$ cat src/rtl/blr_pkg.sv
package blr_pkg;

    typedef enum logic [1:0] {
        MODE_ALL   = 2'd0,
        MODE_DROP1 = 2'd1,
        MODE_SOLO  = 2'd2,
        MODE_ALT   = 2'd3
    } blr_mode_e;

    localparam int unsigned BYTE_W = 8;

endpackage

$ cat src/rtl/blr_mode_ctl.sv
module blr_mode_ctl
    import blr_pkg::*;
#(
    parameter int unsigned NUM_CH = 9,
    localparam int unsigned CW    = (NUM_CH > 1) ? $clog2(NUM_CH) : 1
) (
    input  logic          clk_i,
    input  logic          rst_ni,
    input  logic          start_i,
    input  logic [1:0]    mode_i,
    output blr_mode_e     mode_o,
    output logic [CW-1:0] last_lane_o
);

    typedef struct packed {
        blr_mode_e mode;
    } ctl_state_t;

    ctl_state_t st_d, st_q;

    always_comb begin
        st_d = st_q;
        if (start_i) begin
            st_d.mode = blr_mode_e'(mode_i);
        end
        mode_o = st_q.mode;
        unique case (st_q.mode)
            MODE_DROP1: last_lane_o = CW'(NUM_CH - 2);
            MODE_SOLO:  last_lane_o = '0;
            default:    last_lane_o = CW'(NUM_CH - 1);
        endcase
    end

    always_ff @(posedge clk_i or negedge rst_ni) begin
        if (!rst_ni) begin
            st_q <= '{mode: MODE_ALL};
        end else begin
            st_q <= st_d;
        end
    end

endmodule

$ cat src/rtl/blr_packer.sv
module blr_packer
    import blr_pkg::*;
#(
    parameter int unsigned NUM_CH     = 9,
    parameter int unsigned WORD_BYTES = 4,
    localparam int unsigned WORD_W    = WORD_BYTES * BYTE_W,
    localparam int unsigned CW        = (NUM_CH > 1) ? $clog2(NUM_CH) : 1,
    localparam int unsigned IW        = (WORD_BYTES > 1) ? $clog2(WORD_BYTES) : 1
) (
    input  logic              clk_i,
    input  logic              rst_ni,
    input  logic              start_i,
    input  logic [CW-1:0]     last_lane_i,
    input  logic [WORD_W-1:0] wr_word_i,
    input  logic              wr_valid_i,
    output logic              wr_ready_o,
    output logic [BYTE_W-1:0] tx_byte_o,
    output logic [CW-1:0]     tx_lane_o,
    output logic              tx_valid_o,
    input  logic              tx_ready_i
);

    localparam logic [IW-1:0] LAST_IDX = IW'(WORD_BYTES - 1);

    typedef struct packed {
        logic [WORD_W-1:0] word;
        logic              full;
        logic [IW-1:0]     idx;
        logic [CW-1:0]     lane;
    } pk_state_t;

    pk_state_t st_d, st_q;
    logic      tx_fire;

    always_comb begin
        st_d       = st_q;
        tx_valid_o = st_q.full && !start_i;
        tx_fire    = tx_valid_o && tx_ready_i;
        tx_byte_o  = st_q.word[WORD_W-1 -: BYTE_W];
        tx_lane_o  = st_q.lane;
        wr_ready_o = !start_i && (!st_q.full || (tx_fire && st_q.idx == LAST_IDX));

        if (tx_fire) begin
            st_d.word = st_q.word << BYTE_W;
            st_d.lane = (st_q.lane == last_lane_i) ? '0 : st_q.lane + 1'b1;
            if (st_q.idx == LAST_IDX) begin
                st_d.idx  = '0;
                st_d.full = 1'b0;
            end else begin
                st_d.idx = st_q.idx + 1'b1;
            end
        end

        if (wr_valid_i && wr_ready_o) begin
            st_d.word = wr_word_i;
            st_d.full = 1'b1;
            st_d.idx  = '0;
        end

        if (start_i) begin
            st_d.full = 1'b0;
            st_d.idx  = '0;
            st_d.lane = '0;
        end
    end

    always_ff @(posedge clk_i or negedge rst_ni) begin
        if (!rst_ni) begin
            st_q <= '0;
        end else begin
            st_q <= st_d;
        end
    end

endmodule

$ cat src/rtl/blr_unpacker.sv
module blr_unpacker
    import blr_pkg::*;
#(
    parameter int unsigned NUM_CH     = 9,
    parameter int unsigned WORD_BYTES = 4,
    localparam int unsigned WORD_W    = WORD_BYTES * BYTE_W,
    localparam int unsigned CW        = (NUM_CH > 1) ? $clog2(NUM_CH) : 1,
    localparam int unsigned IW        = (WORD_BYTES > 1) ? $clog2(WORD_BYTES) : 1
) (
    input  logic              clk_i,
    input  logic              rst_ni,
    input  logic              start_i,
    input  logic [CW-1:0]     last_lane_i,
    input  logic [BYTE_W-1:0] rx_byte_i,
    input  logic              rx_valid_i,
    output logic              rx_ready_o,
    output logic [CW-1:0]     rx_lane_o,
    output logic [WORD_W-1:0] rd_word_o,
    output logic              rd_valid_o,
    input  logic              rd_ready_i
);

    localparam logic [IW-1:0] LAST_IDX = IW'(WORD_BYTES - 1);

    typedef struct packed {
        logic [WORD_W-1:0] acc;
        logic [IW-1:0]     idx;
        logic [CW-1:0]     lane;
        logic [WORD_W-1:0] out;
        logic              out_valid;
    } up_state_t;

    up_state_t st_d, st_q;
    logic      rx_fire;
    logic      rd_fire;

    always_comb begin
        st_d       = st_q;
        rx_lane_o  = st_q.lane;
        rd_word_o  = st_q.out;
        rd_valid_o = st_q.out_valid;
        rd_fire    = st_q.out_valid && rd_ready_i;
        rx_ready_o = !start_i &&
                     (st_q.idx != LAST_IDX || !st_q.out_valid || rd_ready_i);
        rx_fire    = rx_valid_i && rx_ready_o;

        if (rd_fire) begin
            st_d.out_valid = 1'b0;
        end

        if (rx_fire) begin
            st_d.lane = (st_q.lane == last_lane_i) ? '0 : st_q.lane + 1'b1;
            if (st_q.idx == LAST_IDX) begin
                st_d.out       = {st_q.acc[WORD_W-BYTE_W-1:0], rx_byte_i};
                st_d.out_valid = 1'b1;
                st_d.idx       = '0;
            end else begin
                st_d.acc = {st_q.acc[WORD_W-BYTE_W-1:0], rx_byte_i};
                st_d.idx = st_q.idx + 1'b1;
            end
        end

        if (start_i) begin
            st_d.idx       = '0;
            st_d.lane      = '0;
            st_d.out_valid = 1'b0;
        end
    end

    always_ff @(posedge clk_i or negedge rst_ni) begin
        if (!rst_ni) begin
            st_q <= '0;
        end else begin
            st_q <= st_d;
        end
    end

endmodule

$ cat src/rtl/byte_lane_router.sv
module byte_lane_router
    import blr_pkg::*;
#(
    parameter int unsigned NUM_CH     = 9,
    parameter int unsigned WORD_BYTES = 4,
    localparam int unsigned WORD_W    = WORD_BYTES * BYTE_W,
    localparam int unsigned LANES_W   = NUM_CH * BYTE_W,
    localparam int unsigned CW        = (NUM_CH > 1) ? $clog2(NUM_CH) : 1
) (
    input  logic               clk_i,
    input  logic               rst_ni,
    input  logic               start_i,
    input  logic [1:0]         mode_i,
    input  logic [WORD_W-1:0]  wr_word_i,
    input  logic               wr_valid_i,
    output logic               wr_ready_o,
    output logic [LANES_W-1:0] ch_tx_data_o,
    output logic [NUM_CH-1:0]  ch_tx_valid_o,
    input  logic [NUM_CH-1:0]  ch_tx_ready_i,
    input  logic [LANES_W-1:0] ch_rx_data_i,
    input  logic [NUM_CH-1:0]  ch_rx_valid_i,
    output logic [NUM_CH-1:0]  ch_rx_ready_o,
    output logic [WORD_W-1:0]  rd_word_o,
    output logic               rd_valid_o,
    input  logic               rd_ready_i
);

    blr_mode_e         lane_mode;
    logic [CW-1:0]     last_lane;
    logic [BYTE_W-1:0] tx_byte;
    logic [CW-1:0]     tx_lane;
    logic              tx_valid;
    logic              tx_ready_sel;
    logic [BYTE_W-1:0] rx_byte_sel;
    logic              rx_valid_sel;
    logic              rx_ready;
    logic [CW-1:0]     rx_lane;

    blr_mode_ctl #(.NUM_CH(NUM_CH)) mode_ctl_i (
        .clk_i       (clk_i),
        .rst_ni      (rst_ni),
        .start_i     (start_i),
        .mode_i      (mode_i),
        .mode_o      (lane_mode),
        .last_lane_o (last_lane)
    );

    blr_packer #(.NUM_CH(NUM_CH), .WORD_BYTES(WORD_BYTES)) packer_i (
        .clk_i       (clk_i),
        .rst_ni      (rst_ni),
        .start_i     (start_i),
        .last_lane_i (last_lane),
        .wr_word_i   (wr_word_i),
        .wr_valid_i  (wr_valid_i),
        .wr_ready_o  (wr_ready_o),
        .tx_byte_o   (tx_byte),
        .tx_lane_o   (tx_lane),
        .tx_valid_o  (tx_valid),
        .tx_ready_i  (tx_ready_sel)
    );

    blr_unpacker #(.NUM_CH(NUM_CH), .WORD_BYTES(WORD_BYTES)) unpacker_i (
        .clk_i       (clk_i),
        .rst_ni      (rst_ni),
        .start_i     (start_i),
        .last_lane_i (last_lane),
        .rx_byte_i   (rx_byte_sel),
        .rx_valid_i  (rx_valid_sel),
        .rx_ready_o  (rx_ready),
        .rx_lane_o   (rx_lane),
        .rd_word_o   (rd_word_o),
        .rd_valid_o  (rd_valid_o),
        .rd_ready_i  (rd_ready_i)
    );

    // Select the handshake partner of the active lane in each direction.
    always_comb begin
        tx_ready_sel = 1'b0;
        rx_valid_sel = 1'b0;
        rx_byte_sel  = '0;
        for (int c = 0; c < NUM_CH; c++) begin
            if (tx_lane == CW'(c)) begin
                tx_ready_sel = ch_tx_ready_i[c];
            end
            if (rx_lane == CW'(c)) begin
                rx_valid_sel = ch_rx_valid_i[c];
                rx_byte_sel  = ch_rx_data_i[c*BYTE_W +: BYTE_W];
            end
        end
    end

    // Fan the single active lane out to the per-channel ports.
    for (genvar c = 0; c < NUM_CH; c++) begin : g_lane
        logic hit_tx;
        assign hit_tx                             = tx_valid && (tx_lane == CW'(c));
        assign ch_tx_valid_o[c]                   = hit_tx;
        assign ch_tx_data_o[c*BYTE_W +: BYTE_W]   = hit_tx ? tx_byte : '0;
        assign ch_rx_ready_o[c]                   = rx_ready && (rx_lane == CW'(c));
    end

endmodule

$ cat config.mk
export PLATFORM = sky130hd
export DESIGN_NAME = byte_lane_router
export DESIGN_NICKNAME = d
export VERILOG_FILES = /design/src/rtl/blr_pkg.sv /design/src/rtl/blr_mode_ctl.sv /design/src/rtl/blr_packer.sv /design/src/rtl/blr_unpacker.sv /design/src/rtl/byte_lane_router.sv
export SDC_FILE = /design/constraint.sdc
export NUM_CORES = 1
export LEC_CHECK = 0
export ABC_AREA = 1
export BUFFER_PORTS_ARGS = -buffer_cell sky130_fd_sc_hd__buf_2
export CAP_MARGIN = 20
export CORE_ASPECT_RATIO = 1.5
export CORE_UTILIZATION = 50
export CTS_CLUSTER_DIAMETER = 80
export CTS_CLUSTER_SIZE = 25
export DETAILED_ROUTE_END_ITERATION = 6
export HOLD_SLACK_MARGIN = 0.15
export PLACE_DENSITY = 0.82
export SKIP_LAST_GASP = 1
export SLEW_MARGIN = 40
export SYNTH_ARGS = -nofsm -noshare
export SYNTH_HDL_FRONTEND = slang
export SYNTH_SLANG_ARGS = --single-unit
export TNS_END_PERCENT = 10
$ cat constraint.sdc
create_clock -name clk_i -period 2.8 [get_ports clk_i]
set_clock_uncertainty 0.2 [all_clocks]
set_input_delay 0.28 -clock clk_i [delete_from_list [all_inputs] [get_ports clk_i]]
set_output_delay 0.28 -clock clk_i [all_outputs]
set_load 0.01 [all_outputs]
# [After elaboration in Yosys (flattened, before gate mapping)]
# Index checks and enable logic that the tools add are counted.
[classes] n_addsub=4 multipliers=0 n_div=0 n_lt_le_gt_ge=0 eq_ne=23 n_shift=0 n_mux=50 bitwise_logic=1 n_reduce_logical=42
[op_table] op="two-way mux 8 bit" count=18
[op_table] op="two-way mux 39 bit" count=2
[op_table] op="two-way mux 35 bit" count=1
[op_table] op="two-way mux 33 bit" count=1
[op_table] op="equality test 4 x 3 -> 1 bit (second input constant)" count=8
[op_table] op="logical AND 1 bit" count=26
[op_table] op="two-way mux 1 bit" count=21
[op_table] op="equality test 4 x 2 -> 1 bit (second input constant)" count=4
[op_table] op="adder 4 x 1 -> 4 bit (second input constant)" count=2
[op_table] op="equality test 4 x 1 -> 1 bit (second input constant)" count=2
[op_table] op="equality test 4 bit" count=2
[op_table] op="equality test 4 bit (second input constant)" count=2
[op_table] op="logical NOT 4 bit" count=2
[op_table] op="two-way mux 4 bit" count=2
[op_table] op="case mux 4 bit (2 select lines)" count=1
[op_table] op="two-way mux 7 bit" count=1
[op_table] op="equality test 2 bit (second input constant)" count=3
[op_table] op="two-way mux 6 bit" count=1
[op_table] op="AND reduction 2 bit" count=3
[op_table] op="nonzero test 2 bit" count=3
[op_table] op="nonzero test 3 bit" count=2
[op_table] op="adder 2 x 1 -> 2 bit (second input constant)" count=2
[op_table] op="two-way mux 2 bit" count=2
[op_table] op="logical NOT 1 bit" count=3
[op_table] op="other kinds (4)" count=6
[totals] regBits=104 latch_bits=0 ram_bits=0 romBits=0 inputBits=129 out_inout_bits=124 elab_cells=130 n_memories=0

# [Logic depth before layout (Yosys ltp)]
# Gate-level depths: netlist of run 1.
[depth] word_depth=17 mapped_depth=20 mapped_depth_nobuf=19

# [Modules after synthesis]
# From an unflattened synthesis of run 1, not the netlist that was laid out.
[hier_totals] cells_unflattened=942 area_unflattened_um2=6837.8
[modules_own_cells] module="blr_unpacker" n_inst=1 cells_each=317 area_per_inst_um2=2972.9 seq_area_each_um2=1576.5
[modules_own_cells] module="blr_packer" n_inst=1 cells_each=296 area_per_inst_um2=2262.2 seq_area_each_um2=975.9
[modules_own_cells] module="byte_lane_router" n_inst=1 cells_each=316 area_per_inst_um2=1495.2 seq_area_each_um2=0.0
[modules_own_cells] module="blr_mode_ctl" n_inst=1 cells_each=13 area_per_inst_um2=107.6 seq_area_each_um2=50.0

# [Least setup slack after synthesis of run 1]
# OpenSTA, ideal clock, no wires.
[synth_timing] path_type="register to register" startpoint="reg unpacker_i.st_q, in the netlist unpacker_i.rx_lane_o[1]" endpoint="reg unpacker_i.st_q, in the netlist unpacker_i.rd_word_o[0]" setup_time_ns=0.117 t_arrival_ns=1.950 required_time_ns=2.483 path_slack_ns=0.534 path_stages_with_launch=18 n_path_buf=2 synth_period_minus_slack_ns=2.266 cell_sequence="dfrtp_1 inv_1 ha_1 inv_1 nor2_4 nand2_1 nand3_1 o211ai_1 nand4_1 nand2_1 nand2_1 nand2_1 nand2_2 nand3_2 buf_6 buf_6 nand2_1 nand2_1"
[synth_between] elab_chain_len=12 word_cells_on_any_way=29 cone_classes="eq/ne: 8; mux: 18; reduce/logical: 3"
[synth_rtl] element="start: declaration" line="blr_unpacker.sv:33" source="up_state_t st_d, st_q;"
[synth_rtl] element="start signal: assignment" line="blr_unpacker.sv:74" source="st_q <= st_d;"
[synth_rtl] element="logical NOT 4 bit" line="byte_lane_router.sv:85" source="if (rx_lane == CW'(c)) begin"
[synth_rtl] element="two-way mux 1 bit (9 in a row)" line="byte_lane_router.sv:85"
[synth_rtl] element="logical AND 1 bit" line="blr_unpacker.sv:45" source="rx_fire = rx_valid_i && rx_ready_o;"
[synth_rtl] element="AND reduction 2 bit (no line)"
# Parallel ways exist; a longest one is shown, timed or not.
# A chain may end at the register's enable or synchronous reset.

# [Worst setup path after layout of run 1]
[layout_timing] startpoint="in start_i" endpoint="out wr_ready_o"
[layout_between] elab_chain_len=6
[layout_rtl] element="start: declaration" line="byte_lane_router.sv:12" source="input logic start_i,"
[layout_rtl] element="logical NOT 1 bit *" line="blr_packer.sv:37, blr_packer.sv:41"
[layout_rtl] element="logical AND 1 bit" line="blr_packer.sv:37" source="tx_valid_o = st_q.full && !start_i;"
[layout_rtl] element="logical AND 1 bit" line="blr_packer.sv:38" source="tx_fire = tx_valid_o && tx_ready_i;"
[layout_rtl] element="logical AND 1 bit" line="blr_packer.sv:41" source="wr_ready_o = !start_i && (!st_q.full || (tx_fire && st_q.idx == LAST_IDX));"
[layout_rtl] element="logical OR 1 bit" line="blr_packer.sv:41"
[layout_rtl] element="logical AND 1 bit *" line="blr_packer.sv:41"
[layout_rtl] element="end: declaration" line="byte_lane_router.sv:16" source="output logic wr_ready_o,"
# Every way passes the cells marked *; elsewhere a longest branch is shown, timed or not.

==> impl_metrics.ini, run 1 <==
[placed_design]
dpl.hpwl_mm = 13.0
portBuffers = 252
gp_congestion = 0.904

[flow_run]
cap_violations = 0

[yosys]
synthesis.area_um2 = 6460
ys_seq_area_share_pct = 40.3
synth_top_area_cell = dfrtp_1
yosys_most_used_dff = dfrtp_1
yosys_warnings = 0
synth_cell_types = 33
syn_area_per_cell_um2 = 6.97
synth_common_cells = nand2_1, dfrtp_1, nor2_1
synth-async-reset-ratio_pct = 100
yosysMostFrequentCell = nand2_1
synth.area.top_cells = dfrtp_1, nand2_1, nand3_1
postSynthCellCount = 926
yosys_register_bits = 104
syn-num-nets = 1066
synth_top_area_share_pct = 40.3
synth_edf_count = 0

[outcome]
status = completed

[floorplan]
ios = 253
core-area_um2 = 12500
rows = 50
start_util_pct = 51.6
die_height_um = 141
die_area_um2 = 13400
die-width_um = 94.8

[critical_path]
worstPathMaxFanout = 8
crit_family = buffers and inverters
critical_path.most_common_cell = buf_2
timing.rr.start = unpacker_i.rx_lane_o[2]
slowest_stage = dlygate4sd3_1
end_kind = output pin
cpPeakStageDelay_ns = 0.55
worst-path-buf-inv = 4
worstSetupStartpointType = input port
crit_type = input port to output pin
crit_start = start_i
cp.arrival_ns = 2.18
cp.required_ns = 2.32
worstPathCellList = dlygate4sd3_1, buf_2, nor2_1, inv_2, nor3_1, nand2_1, nand2_4, nand2_2, a21oi_4, buf_2

[timing]
setup_violations = 0
hold_violations = 0
fmax_mhz = 377
period_share_pct = 94.8
slew_headroom_pct = 51.5
worstMarginPinSlew_ns = 0.723
whs_ns = 0.155
rsz0062_at_grt = yes
layout_min_cycle_time_ns = 2.66
slew_viol_final = 0

[min_path]
hp-start = ch_rx_data_i[48]
hold_class = input port to flip-flop

[routing]
wl_per_cell_um = 13.7
dr_wl_met2_mm = 9.61
top_layer = met4
detail_route.wirelength_mm = 18.5
drc = 0
route.vias.total = 6949
wl_met1_mm = 7.13
wl_met3_mm = 1.03
firstDrtPassIters = 7
antenna_left = 0
drt_iter0_markers = 417
vias_per_cell = 5.14

[pwr]
vdd_drop_max_mv = 0.409
power.density_nw_per_um2 = 688
cellLeakagePower_nw = 4.90
power_mw = 5.83

[global_routing]
grt_pass1_wl_mm = 29.4
grt_pass1_vias = 6504
grt_usage_pct = 27.6
antenna_found_initial = 0
grt_start_max_net_pins = 49
grt.overflow.total = 0

[layout]
drive_gt1_share_pct = 27.5
nets = 1331
nFillCells = 1103
antennaDiodeCount = 0
area_delta_synth_final_pct = 31.1

[clock_network]
insertion_delay_ns = 0.34
cts_htree_levels = 3
cts_buffers = 9
clkTransAtPathRegs_ns = 0.07
max-clock-path-buffers = 2
cts_tree = yes
clockRootBuffer = clkbuf_16
clock-sinks = 104
-- worst min-delay path, cell delays in order --
cell and delay (ns):
buf_2 0.08, o211ai_1 0.09, nand3_1 0.11, nand2_1 0.06
nand2_1 0.05
-- flip-flops by register name (all words and copies together) (netlist names) --
register and cells:
unpacker_i.rx_lane_o 4, packer_i.st_q 27, mode_ctl_i.mode_o 2, packer_i.tx_lane_o 4, packer_i.tx_byte_o 8, unpacker_i.rd_word_o 32, unpacker_i.st_q 26, unpacker_i.rd_valid_o 1
-- metal layers --
layer / vias to the layer above / track usage (%)
li1: 3404 / -
met1: 3164 / 32.0
met2: 318 / 48.8
met3: 63 / 3.61
met4: 0 / 13.6
met5: - / 0
-- cells by family after synthesis --
group	share of synthesized area (%)
buffers and inverters	13.6
flip-flops	40.3
AND/OR/NAND/NOR	37.4
AO/OA/AOI/OAI	5.99
XOR/XNOR	0.543
adder cells (fa/ha/maj)	2.13
-- layout make-up --
cell class	count	area (um^2)	share of cell area (%)
clock buffers	11	243	2.87
clock inverters	4	37.5	0.443
inverters	98	368	4.34
multi-input cells	646	2990	35.3
flip-flops and latches	104	2600	30.7
well taps	156	195	2.30
repair buffers	332	2030	24.0
-- worst paths after layout --
check	to	slack, ns	depth (start not counted)
min reg2reg	unpacker_i.rd_word_o[28]	0.27	2
min	unpacker_i.rd_word_o[0]	0.16	5
min in group asynchronous	unpacker_i.rd_word_o[6]	0.23	2
max	wr_ready_o	0.14	10
max reg2reg	unpacker_i.st_q[42]	0.25	15
max in group asynchronous	packer_i.tx_byte_o[2]	1.50	3
-- placed cells by master, fill, tap and decap left out, types with 2 or more instances in the layout --
cell | Yosys | final
inv_1 | 77 | 75
buf_4 | 43 | 24
nand2_2 | 5 | 4
xor2_1 | 2 | 2
nand2_4 | 1 | 2
o211ai_1 | 17 | 17
clkinv_1 | 10 | 10
buf_12 | 0 | 2
nand4_1 | 33 | 33
inv_2 | 11 | 13
nor3_1 | 4 | 4
nand3_2 | 3 | 3
o21ai_0 | 39 | 39
o22ai_1 | 3 | 3
ha_1 | 11 | 9
dlygate4sd3_1 | 0 | 53
ha_2 | 0 | 2
nand3_1 | 79 | 79
a21oi_1 | 3 | 3
clkbuf_16 | 0 | 9
nor3_2 | 2 | 2
dfrtp_1 | 104 | 104
buf_2 | 16 | 251
nor2_1 | 101 | 101
buf_6 | 5 | 2
nor2_2 | 2 | 2
clkinv_4 | 0 | 2
xnor2_1 | 2 | 2
nor2_4 | 4 | 4
nand2_1 | 328 | 328
-- where the power goes --
| part | switching, mW | internal (mW) | total (mW) |
|---|---|---|---|
| combinational | 1.44 | 0.953 | 2.39 |
| sequential | 0.285 | 1.97 | 2.26 |
| clock | 0.547 | 0.635 | 1.18 |
| total | 2.27 | 3.56 | 5.83 |
-- stage by stage --
step           area [um^2]  TNS [ns]  std cells  utilization (%)  setup WS, ns
4_1_cts               8410         0       1346             67.2        0.0112
6_report              8470         0       1351             67.7         0.144
3_3_place_gp          7590         0       1278             60.7         0.277
2_1_floorplan         6460         0        926                -         0.534
3_5_place_dp          7590         0       1278             60.7         0.167
5_1_grt               8470    -0.195       1351             67.7       -0.0577
-- repair_timing --
action                                  4_1_cts  5_1_grt
setup buffers                                 0        5
endpoints found under the setup margin        1       35
endpoints found under the hold margin       134        0
resized for setup                             1        7
cloned                                        0        0
hold buffers                                 53        0
pin swaps                                     0        3
(Power assumes the default switching activity.)
==> run 2, diff against run 1 <==
- CELL_PAD_IN_SITES_DETAIL_PLACEMENT: default -> 2
- CELL_PAD_IN_SITES_GLOBAL_PLACEMENT: default -> 2
- CORE_UTILIZATION: 50 -> 26
- PLACE_DENSITY: 0.82 -> 0.81
==> impl_metrics.ini, run 2 (synthesis results as in run 1) <==
[pwr]
swShare_pct = 42.0
power_mw = 6.16
comb_power_share_pct = 42.0
pwr-share-clk_pct = 21.1
p_sw_mw = 2.59
power_frac_seq_pct = 36.9
cellLeakagePower_nw = 4.96
vdd_drop_max_mv = 0.344
p_int_mw = 3.57
power.density_nw_per_um2 = 697

[layout]
layout_commonest_cell = nand2_1
stdcell_count = 1524
area_delta_synth_final_pct = 36.7
nets = 1334
largest_register_ffs = 32
final_cell_mix = nand2_1, buf_2, dfrtp_1, nor2_1, nand3_1
drive_gt1_share_pct = 29.1

[global_routing]
grt_pass1_vias = 7778
grt.overflow.total = 0
grt_usage_pct = 20.5
grt_start_max_net_pins = 50
grt_pass1_wl_mm = 40.5
antenna_found_initial = 1

[critical_path]
cp.required_ns = 2.32
cp.arrival_ns = 2.20
end_kind = output pin
worstPathMaxFanout = 4
critical_path.most_common_cell = nand2_1
worstPathCellList = ha_2, nand2_1, nand2_1, inv_1, nand2_1, nand2_1, nand2_1, nand2_1, nand2_1, nand2_1, nand2_2, nand2_2, nand2_4, a21oi_4, buf_6
timing.rr.start = unpacker_i.rx_lane_o[0]
cpPeakStageDelay_ns = 0.46
worstReg2RegEnd = unpacker_i.rx_lane_o[3]
worstSetupStartpointType = flip-flop
ff2ff_path_depth = 14
crit_type = flip-flop to output pin
slowest_stage = dfrtp_2
r2r_slack_ns = 0.24
worst-path-buf-inv = 2
crit_family = simple AND/OR/NAND/NOR gates

[routing]
dr_wl_met2_mm = 14.7
wl_met3_mm = 1.16
drt_iter0_markers = 161
route.vias.total = 7138
firstDrtPassIters = 4
detail_route.wirelength_mm = 26.2
top_layer = met4
antenna_left = 0
vias_per_cell = 4.68
drc = 0
wl_per_cell_um = 17.2
wl_met1_mm = 9.75

[timing]
rsz0062_at_grt = yes
fmax_mhz = 373
worstMarginPinSlew_ns = 0.443
slew_viol_final = 0
period_share_pct = 95.8
hold_violations = 0
slew_headroom_pct = 70.5
setup_violations = 0
layout_min_cycle_time_ns = 2.68

[clock_network]
clockRootBuffer = clkbuf_16
cts_htree_levels = 3
clock-sinks = 104
insertion_delay_ns = 0.36
clkTransAtPathRegs_ns = 0.08
max-clock-path-buffers = 2
cts_tree = yes
cts_buffers = 9

[floorplan]
die_height_um = 195
ios = 253
die-width_um = 131
core-area_um2 = 24300
die_area_um2 = 25500
rows = 70
start_util_pct = 26.5

[placed_design]
dpl.hpwl_mm = 18.7
portBuffers = 252
dp_cells = 1450
gp_congestion = 0.785

[min_path]
holdPathEnd = unpacker_i.rd_word_o[6]
hold_class = input port to flip-flop
hold_depth = 5
hp-start = ch_rx_data_i[62]

[flow_run]
cap_violations = 0

[outcome]
status = completed
## run 2: changes by cell type in the layout (fill, tap and decap cells not counted), moves of 4 or more
cell / delta
buf_12: +4
dfrtp_1: -4
dlygate4sd3_1: -4
dfrtp_2: +4
buf_4: +5
## run 2: worst min-delay path: stages
cell and delay (ns):
buf_2 0.07, nand2_1 0.04, nand3_1 0.14, nand2_1 0.08
nand2_1 0.05
## run 2: worst max-delay path by stage
stage,from,end,slack [ns],depth (start not counted)
2_1_floorplan,unpacker_i.rx_lane_o[1],unpacker_i.rd_word_o[0],0.53,17
3_3_place_gp,packer_i.tx_lane_o[0],packer_i.st_q[29],0.12,19
3_5_place_dp,packer_i.tx_lane_o[0],packer_i.st_q[11],0.04,18
4_1_cts,packer_i.tx_lane_o[1],wr_ready_o,0.004,16
5_1_grt,unpacker_i.rx_lane_o[0],unpacker_i.rx_lane_o[3],-0.07,14
6_report,packer_i.tx_lane_o[0],wr_ready_o,0.12,15
## run 2: what timing repair did
item | in CTS | in global routing
hold endpoints to repair | 150 | 0
hold buffers | 49 | 0
buffers inserted | 2 | 6
endpoints found under the setup margin | 1 | 60
pin swaps | 1 | 11
resized for setup | 8 | 18
## run 2: metal layers
layer | vias up | global-route usage, %
met5 | - | 0
met4 | 0 | 7.49
met3 | 38 | 2.85
met2 | 205 | 41.1
met1 | 3479 | 20.4
li1 | 3416 | -
## run 2: power by group through the flow
stage / Clock, mW / Combinational, mW / Sequential [mW]
after floorplan: 0 / 1.77 / 2.19
after global placement: 0 / 2.39 / 2.27
after detailed placement: 0 / 2.49 / 2.28
after CTS: 1.34 / 2.58 / 2.27
after global routing: 1.40 / 2.93 / 2.33
final: 1.30 / 2.59 / 2.27
## run 2: final cells by class
type | count | area, um^2
inverters | 98 | 375
well taps | 324 | 405
clock inverters | 7 | 71.3
repair buffers | 335 | 2090
clock buffers | 9 | 225
flip-flops and latches | 104 | 2610
diodes | 1 | 2.50
multi-input cells | 646 | 3050
fillers | 2945 | 15500
## run 2: through the flow
step	setup slack [ns]	hold slack (ns)	area, um^2	utilization (%)	TNS (ns)
floorplan	0.534	-0.216	6460	-	0
global placement	0.123	0.240	7870	32.3	0
detailed placement	0.0422	0.0524	7890	32.4	0
CTS	0.00389	0.157	8720	35.8	0
global route	-0.0733	0.177	8830	36.3	-0.392
finish	0.119	0.156	8830	36.3	0
==> run 3, diff against run 2 <==
- PLACE_DENSITY: 0.81 -> default
- PLACE_DENSITY_LB_ADDON: default -> 0.1
==> impl_metrics.ini, run 3 (synthesis results as in run 1) <==
[min_path]
hp-start = ch_rx_data_i[68]
hold_class = input port to flip-flop

[clock_network]
clockRootBuffer = clkbuf_16
clock-sinks = 104
cts_tree = yes
cts_htree_levels = 3
insertion_delay_ns = 0.36
max-clock-path-buffers = 2
clkTransAtPathRegs_ns = 0.09
cts_buffers = 9

[timing]
fmax_mhz = 373
layout_min_cycle_time_ns = 2.68
worstMarginPinSlew_ns = 0.654
period_share_pct = 95.7
rsz0062_at_grt = yes
slew_headroom_pct = 56.4
hold_violations = 0
whs_ns = 0.156
setup_violations = 0
slew_viol_final = 0
setup_ws_ns = 0.121

[pwr]
cellLeakagePower_nw = 4.94
p_int_mw = 3.58
p_sw_mw = 2.50
vdd_drop_max_mv = 0.309
comb_power_share_pct = 41.1
pwr-share-clk_pct = 21.9
swShare_pct = 41.1
power.density_nw_per_um2 = 692
power_frac_seq_pct = 36.9

[critical_path]
cp.required_ns = 2.32
end_kind = output pin
worstSetupStartpointType = flip-flop
crit_start = packer_i.tx_lane_o[1]
crit_type = flip-flop to output pin
cp.arrival_ns = 2.20
timing.rr.start = packer_i.tx_lane_o[1]
worstPathMaxFanout = 4

[layout]
largest_register_ffs = 32
drive_gt1_share_pct = 28.2
final_cell_mix = nand2_1, buf_2, dfrtp_1, nor2_1, nand3_1
antennaDiodeCount = 0
nets = 1333
area_delta_synth_final_pct = 35.9
nFillCells = 3031
design_area_um2 = 8770
layout_commonest_cell = nand2_1

[floorplan]
rows = 70
start_util_pct = 26.5
die_area_um2 = 25500
ios = 253
die_height_um = 195
core-area_um2 = 24300
die-width_um = 131

[routing]
detail_route.wirelength_mm = 24.6
vias_per_cell = 4.59
antenna_left = 0
wl_per_cell_um = 16.2
drc = 0
drt_iter0_markers = 234
firstDrtPassIters = 4
route.vias.total = 6984

[placed_design]
portBuffers = 252
dpl.hpwl_mm = 18.6
gp_congestion = 0.777
post_dp_cell_area_um2 = 7850
dp_slack_ns = 0.102

[flow_run]
cap_violations = 0

[global_routing]
grt_pass1_wl_mm = 39.0
grt_start_max_net_pins = 60
antenna_found_initial = 1
grt.overflow.total = 0
grt_usage_pct = 19.7
grt_pass1_vias = 7735

[outcome]
status = completed
==> run 3: path summary, 6_finish.rpt <==
kind	slack, ns	depth (start not counted)	end
setup / recovery	0.12	16	wr_ready_o
hold / removal	0.16	5	unpacker_i.rd_word_o[4]
setup reg to reg	0.19	17	packer_i.st_q[6]
hold reg to reg	0.28	2	unpacker_i.rd_word_o[26]
max in group asynchronous	1.40	3	unpacker_i.rx_lane_o[0]
min in group asynchronous	0.30	2	packer_i.tx_byte_o[1]
==> run 3: metal layers <==
metal / routed length (um) / GRT usage, % / vias to the layer above
met1: 9240 / 20.3 / 3378
met3: 1190 / 3.45 / 21
met5: 0 / 0 / -
li1: - / - / 3411
met2: 13800 / 39.0 / 174
met4: 350 / 5.49 / 0
==> run 3: what timing repair did <==
action,in CTS,in global routing
buffers inserted,1,5
setup endpoints to repair,1,53
hold buffers,53,0
hold endpoints to repair,92,0
pin swaps,1,5
cloned,0,0
resized for setup,5,6
==> run 3: layout make-up <==
cell class	instances	area (um^2)	area share [%]
clock buffers	9	225	2.57
clock inverters	7	93.8	1.07
inverters	98	368	4.19
multi-input cells	646	3000	34.1
flip-flops and latches	104	2610	29.7
well taps	324	405	4.62
repair buffers	334	2080	23.7
==> run 3: power groups by stage <==
stage               logic, mW  registers, mW  clock network (mW)
global placement         2.41           2.27                   0
global route             2.86           2.30                1.44
detailed placement       2.47           2.27                   0
floorplan                1.77           2.19                   0
CTS                      2.54           2.25                1.40
finish                   2.50           2.24                1.33
==> run 3: stage by stage <==
step / util (%) / std cells / total power, mW / setup TNS [ns]
2_1_floorplan: - / 926 / 3.96 / 0
3_3_place_gp: 32.2 / 1447 / 4.68 / 0
3_5_place_dp: 32.2 / 1447 / 4.74 / 0
4_1_cts: 35.8 / 1517 / 6.19 / 0
5_1_grt: 36.0 / 1522 / 6.60 / -0.172
6_report: 36.0 / 1522 / 6.08 / 0
==> run 3: critical path, stage by stage, from the launching register on <==
cell and delay, ns:
dfrtp_1 0.40, buf_4 0.15, ha_2 0.20, nand2_1 0.09, nand2_1 0.05, inv_1 0.05
nand2_1 0.06, nand2_1 0.06, nand2_1 0.04, nand2_1 0.05, nand2_1 0.05, nand2_1 0.05
nand2_1 0.06, nand2_2 0.07, nand2_2 0.09, a21oi_4 0.22, buf_6 0.14
